## config.mk

```make
export PLATFORM = sky130hd
export DESIGN_NAME = ecc_err_capture
export DESIGN_NICKNAME = d
export VERILOG_FILES = /design/src/rtl/ecc_cap_pkg.sv /design/src/rtl/ecc_cap_rst_sync.sv /design/src/rtl/ecc_cap_ctrl.sv /design/src/rtl/ecc_cap_record.sv /design/src/rtl/ecc_cap_alarm.sv /design/src/rtl/ecc_err_capture.sv
export SDC_FILE = /design/constraint.sdc
export NUM_CORES = 1
export LEC_CHECK = 0
export BUFFER_PORTS_ARGS = -buffer_cell sky130_fd_sc_hd__buf_2
export CORE_UTILIZATION = 37
export DETAILED_ROUTE_END_ITERATION = 10
export MAX_ROUTING_LAYER = met4
export PLACE_DENSITY = 0.79
export SLEW_MARGIN = 5
export SYNTH_ARGS = -nofsm -noshare
export SYNTH_HDL_FRONTEND = slang
export SYNTH_SLANG_ARGS = --single-unit
```

## constraint.sdc

```tcl
create_clock -name clk -period 1.2 [get_ports clk]
set_input_delay 0.18 -clock clk [delete_from_list [all_inputs] [get_ports clk]]
set_output_delay 0.18 -clock clk [all_outputs]
set_load 0.1 [all_outputs]
```

## src/rtl/ecc_cap_pkg.sv

```systemverilog
package ecc_cap_pkg;
  localparam int REG_W        = 32;
  localparam int BIT_SCRUB_DIS = 31;
  localparam int ADDR_HI      = 30;
  localparam int ADDR_LO      = 12;
  localparam int SYN_HI       = 11;
  localparam int SYN_LO       = 4;
  localparam int BIT_BERR_EN  = 3;
  localparam int BIT_NMI_EN   = 2;
  localparam int BIT_MBE      = 1;
  localparam int BIT_SBE      = 0;
  localparam int ADDR_KEEP    = ADDR_HI - ADDR_LO + 1;
  localparam int SYN_FIELD    = SYN_HI - SYN_LO + 1;

  typedef struct packed {
    logic scrub_dis;
    logic berr_en;
    logic nmi_en;
  } cap_ctrl_t;

  typedef struct packed {
    logic mbe;
    logic sbe;
  } cap_flags_t;
endpackage

```

## src/rtl/ecc_cap_rst_sync.sv

```systemverilog
module ecc_cap_rst_sync #(
  parameter int STAGES = 2
) (
  input  logic clk,
  input  logic rst_n,
  output logic rst_sync_n
);
  logic [STAGES-1:0] sync_q;

  always_ff @(posedge clk or negedge rst_n) begin
    if (!rst_n) sync_q <= '0;
    else        sync_q <= {sync_q[STAGES-2:0], 1'b1};
  end

  assign rst_sync_n = sync_q[STAGES-1];
endmodule

```

## src/rtl/ecc_cap_ctrl.sv

```systemverilog
module ecc_cap_ctrl
  import ecc_cap_pkg::*;
(
  input  logic      clk,
  input  logic      rst_n,
  input  logic      wr_en,
  input  cap_ctrl_t wr_ctrl,
  output cap_ctrl_t ctrl
);
  cap_ctrl_t ctrl_q, ctrl_d;

  always_comb begin
    ctrl_d = ctrl_q;
    if (wr_en) ctrl_d = wr_ctrl;
  end

  always_ff @(posedge clk or negedge rst_n) begin
    if (!rst_n) ctrl_q <= '0;
    else        ctrl_q <= ctrl_d;
  end

  assign ctrl = ctrl_q;
endmodule

```

## src/rtl/ecc_cap_record.sv

```systemverilog
module ecc_cap_record
  import ecc_cap_pkg::*;
(
  input  logic                 clk,
  input  logic                 rst_n,
  input  logic                 sbe_stb,
  input  logic                 mbe_stb,
  input  logic [ADDR_KEEP-1:0] addr_in,
  input  logic [SYN_FIELD-1:0] syn_in,
  input  cap_flags_t           clr,
  output cap_flags_t           flags,
  output logic [ADDR_KEEP-1:0] addr_q,
  output logic [SYN_FIELD-1:0] syn_q
);
  cap_flags_t flags_q, flags_d;
  logic       armed;
  logic       take;

  always_comb begin
    armed   = ~(flags_q.mbe | flags_q.sbe);
    take    = armed & (sbe_stb | mbe_stb);
    flags_d = flags_q;
    if (take) begin
      flags_d.mbe = mbe_stb;
      flags_d.sbe = ~mbe_stb;
    end else begin
      flags_d.mbe = flags_q.mbe & ~clr.mbe;
      flags_d.sbe = flags_q.sbe & ~clr.sbe;
    end
  end

  always_ff @(posedge clk or negedge rst_n) begin
    if (!rst_n) flags_q <= '0;
    else        flags_q <= flags_d;
  end

  always_ff @(posedge clk or negedge rst_n) begin
    if (!rst_n) begin
      addr_q <= '0;
      syn_q  <= '0;
    end else if (take) begin
      addr_q <= addr_in;
      syn_q  <= syn_in;
    end
  end

  assign flags = flags_q;
endmodule

```

## src/rtl/ecc_cap_alarm.sv

```systemverilog
module ecc_cap_alarm
  import ecc_cap_pkg::*;
(
  input  cap_ctrl_t  ctrl,
  input  cap_flags_t flags,
  output logic       nmi_o,
  output logic       bus_err_o,
  output logic       scrub_en_o
);
  always_comb begin
    nmi_o      = flags.sbe & ctrl.nmi_en;
    bus_err_o  = flags.mbe & ctrl.berr_en;
    scrub_en_o = ~ctrl.scrub_dis;
  end
endmodule

```

## src/rtl/ecc_err_capture.sv

```systemverilog
module ecc_err_capture
  import ecc_cap_pkg::*;
#(
  parameter int ADDR_W = 32,
  parameter int SYN_W  = 8
) (
  input  logic              clk,
  input  logic              rst_n,
  input  logic              sbe_stb,
  input  logic              mbe_stb,
  input  logic [ADDR_W-1:0] err_addr,
  input  logic [SYN_W-1:0]  err_syn,
  input  logic              wr_en,
  input  logic [REG_W-1:0]  wdata,
  output logic [REG_W-1:0]  rdata,
  output logic              nmi_o,
  output logic              bus_err_o,
  output logic              scrub_en_o
);
  localparam int ADDR_DROP = ADDR_W - ADDR_KEEP;

  logic                 rst_sync_n;
  cap_ctrl_t            ctrl;
  cap_ctrl_t            wr_ctrl;
  cap_flags_t           clr;
  cap_flags_t           flags;
  logic [ADDR_KEEP-1:0] addr_field, addr_q;
  logic [SYN_FIELD-1:0] syn_field, syn_q;
  logic                 unused_wbits;
  logic                 unused_abits;

  assign unused_wbits = ^wdata[ADDR_HI:SYN_LO];

  generate
    if (ADDR_DROP > 0) begin : g_addr_trim
      assign addr_field   = err_addr[ADDR_W-1 -: ADDR_KEEP];
      assign unused_abits = ^err_addr[ADDR_DROP-1:0];
    end else begin : g_addr_pad
      assign addr_field   = {{(ADDR_KEEP-ADDR_W){1'b0}}, err_addr};
      assign unused_abits = 1'b0;
    end
    if (SYN_W >= SYN_FIELD) begin : g_syn_trim
      assign syn_field = err_syn[SYN_FIELD-1:0];
      if (SYN_W > SYN_FIELD) begin : g_syn_drop
        logic unused_sbits;
        assign unused_sbits = ^err_syn[SYN_W-1:SYN_FIELD];
      end
    end else begin : g_syn_pad
      assign syn_field = {{(SYN_FIELD-SYN_W){1'b0}}, err_syn};
    end
  endgenerate

  always_comb begin
    wr_ctrl.scrub_dis = wdata[BIT_SCRUB_DIS];
    wr_ctrl.berr_en   = wdata[BIT_BERR_EN];
    wr_ctrl.nmi_en    = wdata[BIT_NMI_EN];
    clr.mbe           = wr_en & wdata[BIT_MBE];
    clr.sbe           = wr_en & wdata[BIT_SBE];
  end

  ecc_cap_rst_sync #(.STAGES(2)) u_rst_sync (
    .clk        (clk),
    .rst_n      (rst_n),
    .rst_sync_n (rst_sync_n)
  );

  ecc_cap_ctrl u_ctrl (
    .clk     (clk),
    .rst_n   (rst_sync_n),
    .wr_en   (wr_en),
    .wr_ctrl (wr_ctrl),
    .ctrl    (ctrl)
  );

  ecc_cap_record u_record (
    .clk     (clk),
    .rst_n   (rst_sync_n),
    .sbe_stb (sbe_stb),
    .mbe_stb (mbe_stb),
    .addr_in (addr_field),
    .syn_in  (syn_field),
    .clr     (clr),
    .flags   (flags),
    .addr_q  (addr_q),
    .syn_q   (syn_q)
  );

  ecc_cap_alarm u_alarm (
    .ctrl       (ctrl),
    .flags      (flags),
    .nmi_o      (nmi_o),
    .bus_err_o  (bus_err_o),
    .scrub_en_o (scrub_en_o)
  );

  always_comb begin
    rdata                   = '0;
    rdata[BIT_SCRUB_DIS]    = ctrl.scrub_dis;
    rdata[ADDR_HI:ADDR_LO]  = addr_q;
    rdata[SYN_HI:SYN_LO]    = syn_q;
    rdata[BIT_BERR_EN]      = ctrl.berr_en;
    rdata[BIT_NMI_EN]       = ctrl.nmi_en;
    rdata[BIT_MBE]          = flags.mbe;
    rdata[BIT_SBE]          = flags.sbe;
  end
endmodule

```

==> key figures, run 1 <==
Status
  – Status: finished with violations
  – Failing checks: setup timing

Yosys
  – Synthesis-stage register bit count: 34
  – Yosys top cell area share: 66.54%
  – Commonest cells in the netlist: 34 x dfrtp_1, 28 x mux2_2
  – Cell type with the largest total area after synthesis: dfrtp_1
  – Synth Flop Type: dfrtp_1
  – Post-synth net total: 156
  – Post-synth cell types: 13
  – Syn_area_per_cell: ~16 sq um
  – Post-Syn Area: ~1300 sq um
  – Async set-reset flop share out of synthesis: 100.0%
  – Mapped Cells: 79
  – Number of synthesized flops with an enable pin: 0
  – Sequential area share after synthesis: between 60 and 70%
  – Ys Warns: 0
  – Top cells by area, synth: dfrtp_1 67%, mux2_2 25%, buf_6 1.8%
  – Count leader, synth: dfrtp_1

Place
  – Dpl cells: 200
  – Port Buffers: 71
  – Final HPWL DP: 2518 um
  – Final GP Congestion: between 0.6 and 0.7
  – Setup WS pre-CTS: -0.2096 ns

Setup path
  – CP max stage delay: 0.51 ns
  – Slowest library cell on the worst path: dfrtp_4
  – Path depth of the worst reg2reg path: 4
  – Worst setup path startpoint: u_record.flags[1]
  – Reg-to-Reg Start: u_record.flags[1]
  – CP Class: reg2out
  – Crit path max-delay family: flip-flops
  – Crit start category: flip-flop
  – Required @ worst endpoint: 1.02 ns
  – Worst path buffer plus inverter count: 2
  – CP Capture Type: output pin
  – Crit Reg-Reg Endpoint: u_record.addr_q[15]
  – Critical path fanouts, max: 2
  – Arr. time, crit path: 1.27 ns
  – Register-to-register setup slack: -0.18 ns
  – Crit path cell chain: buf_6, and2_4, buf_12

Layout
  – Ratio of cells with drive above 1 in the final layout: 76.88%
  – Filler Cells Inserted: around 170
  – Nets: 249
  – Antenna diode count: 0
  – Core Util, Final: between 80 and 90%
  – Post-Layout Cell Count: about 220
  – Layout area overhead: 100.8%

Timing
  – Crit share post-route: 121.2%
  – Fmax: 687.7 MHz
  – Final Worst Setup Slack: -0.2542 ns
  – Final TNS setup: -4.858 ns
  – Final min period: about 1.5 ns
  – Final setup viols: 33
  – RSZ-0062 raised after global routing: yes
  – Fin. Hold Viols: 0
  – Worst Skew: 0.01027 ns
  – Pins Over Slew Limit: 0

Min path
  – Hold WC Path Type: in2reg
  – Cell count of the worst hold path: 2
  – Hold Path Sink: u_record.flags[1]
  – Min-delay src: wdata[1]

Floorplanning
  – Std cell rows: 20
  – Die Ht: 60.79 um
  – IO Count: ~110
  – Core ar.: 3153 sq um
  – Starting Density: between 40% and 50%
  – DIE AREA: 3695 sq um
  – Die W: 60.79 um

Drt
  – Routed Antenna Nets: 0
  – Via Count: roughly 1000
  – DRT Pass-1 Iters: 2
  – Via-per-instance ratio: 4.747
  – Routed WL per cell: 17.98 um
  – DRT Wirelength: 3902 um
  – DRC Markers: 0
  – Initial DRC Count: 12

CTS
  – Root buf cell: clkbuf_4
  – TritonCTS clock tree: done
  – # H-tree levels: 2
  – CTS sink count: 34
  – Worst-Skew Late Latency: approximately 0.33 ns
  – Clock transition at path regs: 0.10 ns
  – CTS buffer count: 5
  – Clock Tree Buf Depth: 2

GRT
  – Initial antenna violation count: 0
  – Grt ovf: 0
  – Largest net degree at the start of global routing: 23
  – GRT Total Usage: between 20% and 30%
  – Vias in the first global route: 1195
  – Global-route wire length before repair: 5989 um

Flow run
  – Max-cap violations: 0
-- area by class of cell --
class	instances	area (sq um)	share of cell area [%]
clock buffers	7	55.05	2.144
flip-flops and latches	34	862.1	33.58
repair buffers	88	1075	41.86
inverters	2	11.26	0.4386
multi-input cells	41	504.2	19.64
well taps	44	55.05	2.144
clock inverters	1	5.005	0.1949
-- through the flow --
stage	hold slack (ns)	area (sq um)
after floorplan	-0.1156	1296
after global placement	-0.03389	2282
after detailed placement	-0.02669	2282
after CTS	0.01253	2559
after global routing	0.01709	2567
final	0.03036	2567
-- sequential cells by signal, indices dropped and copies added (netlist names) --
signal and count:
u_record.addr_q 19, u_record.flags 2, u_rst_sync.sync_q 2, u_record.syn_q 8, u_ctrl.ctrl 3
-- how the worst max path moves through the flow --
stage	to	slack (ns)	cells after the start
2_1_floorplan	u_record.addr_q[11]	-0.46	3
3_3_place_gp	u_record.syn_q[3]	-0.19	3
3_5_place_dp	u_record.addr_q[12]	-0.21	3
4_1_cts	bus_err_o	-0.27	3
5_1_grt	bus_err_o	-0.30	3
6_report	bus_err_o	-0.25	3
-- what timing repair did --
item / CTS / global route
setup endpoints to repair: 33 / 36
pin swaps: 1 / 0
cloned: 1 / 1
setup buffers: 6 / 1
endpoints found under the hold margin: 2 / 0
gates resized for setup: 38 / 2
hold buffers: 1 / 0
-- logic make-up after synthesis --
| logic type | after synthesis | share of synthesized area, % |
|---|---|---|
| DFF | 34 | 66.54 |
| AOI/OAI and AO/OA | 5 | 2.152 |
| buffers and inverters | 4 | 2.348 |
| muxes | 29 | 25.54 |
| and+or+nand+nor | 6 | 3.131 |
| other | 1 | 0.2933 |
-- routing by layer --
layer,global-route usage [%],vias up,share of wire (%)
li1,-,462,-
met1,23.24,507,34
met2,46.62,51,58
met3,7.889,10,5.5
met4,9.740,0,2.7
met5,-,-,0
-- placed cells by master (no fill, tap or decap), types with 2 or more instances in the layout --
cell and n:
buf_6 7, and2_4 2, buf_12 36, dfrtp_1 29
nor2_1 2, mux2_4 27, dfrtp_2 3, dfrtp_4 2
buf_2 36, a31oi_1 2, mux2_2 2, clkbuf_4 5
buf_4 6, a21oi_1 2
Power of run 1 is not shown: default switching activity piles up to over one toggle a cycle in this logic, so the estimate is an artifact.
==> run 2: changes to the inputs <==
--- a/config.mk
+++ b/config.mk
@@ -5,11 +5,10 @@
 export SDC_FILE = /design/constraint.sdc
 export NUM_CORES = 1
 export LEC_CHECK = 0
-export BUFFER_PORTS_ARGS = -buffer_cell sky130_fd_sc_hd__buf_2
-export CORE_UTILIZATION = 37
+export CORE_UTILIZATION = 40
 export DETAILED_ROUTE_END_ITERATION = 10
+export DONT_BUFFER_PORTS = 1
 export MAX_ROUTING_LAYER = met4
-export PLACE_DENSITY = 0.79
 export SLEW_MARGIN = 5
 export SYNTH_ARGS = -nofsm -noshare
 export SYNTH_HDL_FRONTEND = slang
==> key figures, run 2 (synthesized netlist as in run 1, its figures left out) <==
Flow run
  – Max-cap violations: 0

Setup path
  – Crit start category: flip-flop
  – Arr. time, crit path: 1.26 ns
  – Required @ worst endpoint: between 1 and 1.5 ns
  – CP Capture Type: output pin
  – CP Class: reg2out
  – Critical path fanouts, max: 3

Layout
  – Antenna diode count: 0
  – Ratio of cells with drive above 1 in the final layout: 54.27%
  – Top reg by flops: u_record.addr_q
  – Max reg flops: 19
  – Nets: 240
  – Commonest non-fill, non-tap cells in the layout: 34 x dlygate4sd3_1, 33 x buf_12, 28 x dfrtp_1
  – Leading cell type in the layout, fill and taps excluded: dlygate4sd3_1
  – Layout area overhead: 96.87%

Floorplanning
  – Die Ht: around 59 um
  – IO Count: roughly 110
  – DIE AREA: between 3000 and 4000 sq um
  – Starting Density: 41.89%
  – Std cell rows: 20
  – Core ar.: 3053 sq um
  – Die W: 58.54 um

Drt
  – DRT Pass-1 Iters: 3
  – Routed WL per cell: 15.17 um
  – DRT Wirelength: 3156 um
  – Via-per-instance ratio: 4.750
  – Routed Antenna Nets: 0
  – Via Count: 988
  – DRC Markers: 0
  – Initial DRC Count: 14

Timing
  – Fmax: 692.3 MHz
  – Final Worst Setup Slack: -0.2445 ns
  – RSZ-0062 raised after global routing: yes
  – Fin. Hold Viols: 0
  – Worst Skew: 0.02193 ns
  – Final setup viols: 33
  – Pins Over Slew Limit: 0
  – Crit share post-route: 120.4%
  – Final min period: 1.444 ns

CTS
  – Clock transition at path regs: 0.11 ns
  – CTS sink count: 34
  – Root buf cell: clkbuf_4
  – Clock Tree Buf Depth: 2
  – TritonCTS clock tree: done
  – CTS buffer count: 5
  – # H-tree levels: 2
  – Worst-Skew Late Latency: between 0.3 and 0.4 ns

Place
  – Setup WS pre-CTS: -0.2170 ns
  – Final GP Congestion: ~0.71
  – Final HPWL DP: a little over 2000 um
  – Port Buffers: 0

Status
  – Failing checks: setup timing
  – Status: finished with violations

GRT
  – GRT Total Usage: 19.16%
  – Global-route wire length before repair: 4443 um
  – Initial antenna violation count: 0
  – Vias in the first global route: 955
  – Largest net degree at the start of global routing: 22
  – Grt ovf: 0

Min path
  – Hold WC Path Type: in2reg
[run 2: cell types whose count changed in the layout (fill, tap and decap cells not counted), sizes merged]
cell         delta
buf            -41
clkinv          -1
dlygate4sd3    +33
[run 2: timing repair]
item	CTS	global route
hold buffers	17	17
buffers inserted	2	2
pin swaps	1	0
setup endpoints to repair	33	36
gates cloned	0	0
hold endpoints to repair	17	17
gates resized for setup	14	7
[run 2: area by class of cell]
class,count,area [sq um]
Multi-Input combinational cell,41,425.4
Timing Repair Buffer,79,1114
Clock buffer,8,48.80
Tap cell,44,55.05
Fill cell,168,535.5
Inverter,2,11.26
Sequential cell,34,863.3
[run 2: through the flow]
step	std cells	setup TNS [ns]	instance area (sq um)	hold WS (ns)	util, %
after detailed placement	162	-4.906	2012	-0.1155	65.90
after CTS	189	-6.040	2296	0.00004305	75.20
after floorplan	79	-12.12	1296	-0.1156	-
after global placement	162	-4.576	2012	-0.1155	65.90
after global routing	208	-8.498	2517	0.02896	82.46
final	208	-6.361	2517	0.03858	82.46
[run 2: layer usage]
layer	routed length, um	track usage (%)	vias to the layer above
li1	-	-	443
met1	1094	17.86	486
met3	144	6.154	13
met4	122	12.59	0
met2	1795	33.50	46
met5	0	-	-
[run 2: critical path, cell delays in order, from the launching register on]
cell     delay (ns)
dfrtp_4        0.51
buf_6          0.13
and2_4         0.14
buf_12         0.16
[run 2: final timing paths]
| check | slack, ns | depth (start not counted) | endpoint | startpoint |
|---|---|---|---|---|
| hold reg to reg | 0.17 | 1 | u_record.syn_q[2] | u_rst_sync.sync_q[1] |
| setup reg to reg | -0.23 | 3 | u_record.addr_q[11] | u_record.flags[1] |
| setup / recovery | -0.24 | 3 | bus_err_o | u_record.flags[1] |
| hold / removal | 0.04 | 2 | u_record.flags[0] | sbe_stb |
| min in group asynchronous | 0.09 | 1 | u_rst_sync.sync_q[0] | rst_n |
| max in group asynchronous | 0.74 | 1 | u_record.addr_q[9] | u_rst_sync.sync_q[1] |
Power of run 2 is left out for the same reason.
==> run 3: changes to the inputs <==
--- a/config.mk
+++ b/config.mk
@@ -8,6 +8,7 @@
 export CORE_UTILIZATION = 40
 export DETAILED_ROUTE_END_ITERATION = 10
 export DONT_BUFFER_PORTS = 1
+export HOLD_SLACK_MARGIN = 0.06
 export MAX_ROUTING_LAYER = met4
 export SLEW_MARGIN = 5
 export SYNTH_ARGS = -nofsm -noshare
==> key figures, run 3 (synthesized netlist as in run 1, its figures left out) <==
CTS
  – Worst-Skew Late Latency: 0.32 ns
  – CTS buffer count: 5
  – TritonCTS clock tree: done
  – Clock transition at path regs: about 0.11 ns
  – Clock Tree Buf Depth: 2
  – Root buf cell: clkbuf_4
  – CTS sink count: 34
  – # H-tree levels: 2

Setup path
  – Critical path fanouts, max: 3
  – CP Class: reg2out
  – Arr. time, crit path: about 1.3 ns
  – Worst path buffer plus inverter count: 2
  – Crit start category: flip-flop
  – Crit path max-delay family: flip-flops
  – CP max stage delay: 0.51 ns
  – Register-to-register setup slack: -0.23 ns
  – Reg-to-Reg Start: u_record.flags[1]
  – CP Capture Type: output pin
  – Crit Reg-Reg Endpoint: u_record.addr_q[5]
  – Crit path cell chain: buf_6, and2_4, buf_12
  – Required @ worst endpoint: slightly above 1 ns
  – Path depth of the worst reg2reg path: 3
  – Slowest library cell on the worst path: dfrtp_4

Flow run
  – Max-cap violations: 0

Layout
  – Ratio of cells with drive above 1 in the final layout: 53.61%
  – Antenna diode count: 0
  – Top reg by flops: u_record.addr_q
  – Register area: 863.3 sq um
  – Commonest non-fill, non-tap cells in the layout: 36 x dlygate4sd3_1, 32 x buf_12, 28 x dfrtp_1
  – Leading cell type in the layout, fill and taps excluded: dlygate4sd3_1
  – Filler Cells Inserted: 159
  – Final instance area: between 2000 and 3000 sq um
  – Layout area overhead: 98.34%
  – Max reg flops: 19
  – Multi-input gate area: 432.9 sq um
  – Nets: ~240

Timing
  – Crit share post-route: 120.1%
  – Hold_ws: 0.08153 ns
  – Worst Skew: 0.01863 ns
  – RSZ-0062 raised after global routing: yes
  – Final setup viols: 33
  – Fin. Hold Viols: 0
  – Final min period: 1.441 ns
  – Pins Over Slew Limit: 0
  – Final Worst Setup Slack: -0.2408 ns
  – Final TNS setup: -6.195 ns
  – Fmax: 694.0 MHz

Status
  – Status: finished with violations
  – Failing checks: setup timing

GRT
  – Vias in the first global route: 1051
  – Initial antenna violation count: 0
  – GRT Total Usage: 21.44%
  – Grt ovf: 0
  – Largest net degree at the start of global routing: 22
  – Global-route wire length before repair: between 4000 and 5000 um

Floorplanning
  – DIE AREA: 3427 sq um
  – IO Count: 112
  – Starting Density: 41.89%
  – Core ar.: 3053 sq um
  – Die W: about 59 um
  – Die Ht: around 60 um
  – Std cell rows: 20

Place
  – Port Buffers: 0
  – Cell area after placement: between 2000 and 2500 sq um
  – Setup WS pre-CTS: -0.2170 ns
  – Final HPWL DP: 2064 um
  – Final GP Congestion: 0.7130

Drt
  – Routed WL per cell: 15.07 um
  – Initial DRC Count: 7
  – DRT Wirelength: 3165 um
  – DRC Markers: 0
  – Routed Antenna Nets: 0
  – DRT Pass-1 Iters: 2
  – Via-per-instance ratio: 4.652
  – Via Count: between 900 and 1000

Min path
  – Hold Path Sink: u_record.flags[0]
  – Min-delay src: mbe_stb
  – Cell count of the worst hold path: 3
  – Hold WC Path Type: in2reg
## run 3: changes by cell type in the layout (fill, tap and decap cells not counted)
cell,previous run,this run
buf_12,33,32
dlygate4sd3_1,34,36
mux2_2,23,21
mux2_4,6,8
buf_6,4,5
## run 3: worst max path at each step
stage | from | to | slack [ns] | depth (start not counted)
floorplan | u_record.flags[1] | u_record.addr_q[11] | -0.46 | 3
global placement | u_record.flags[1] | u_record.addr_q[15] | -0.19 | 3
detailed placement | u_record.flags[1] | u_record.addr_q[15] | -0.22 | 3
CTS | u_record.flags[1] | bus_err_o | -0.25 | 3
global route | u_record.flags[1] | bus_err_o | -0.29 | 3
finish | u_record.flags[1] | bus_err_o | -0.24 | 3
## run 3: per-stage QoR
step / util [%] / instances
3_3_place_gp: 65.90 / 162
5_1_grt: 83.07 / 210
6_report: 83.07 / 210
3_5_place_dp: 65.90 / 162
2_1_floorplan: - / 79
4_1_cts: 81.43 / 208
## run 3: worst reg2reg max path: stages, from the launching register on
cell,delay (ns)
dfrtp_4,0.51
nor3_4,0.23
buf_8,0.21
mux2_2,0.35
## run 3: area by class of cell
class	count	share of cell area, %
multi-input cells	41	17.07
repair buffers	81	44.35
flip-flops and latches	34	34.04
well taps	44	2.171
inverters	2	0.4440
clock buffers	8	1.924
## run 3: routing by layer
layer / part of all wire (%) / global-route usage, % / vias to the layer above / wire [um]
met5: 0 / - / - / 0
met4: 2.8 / 11.56 / 0 / 88
met3: 4.7 / 4.835 / 9 / 148
met2: 58 / 38.59 / 42 / 1834
met1: 35 / 21.47 / 481 / 1094
li1: - / - / 445 / -
## run 3: timing repair
| action | 4_1_cts | 5_1_grt |
|---|---|---|
| setup buffers | 2 | 2 |
| resized for setup | 14 | 10 |
| hold buffers | 36 | 0 |
| pin swaps | 1 | 0 |
| setup endpoints to repair | 33 | 36 |
| endpoints found under the hold margin | 34 | 0 |
Power of run 3 is left out for the same reason.
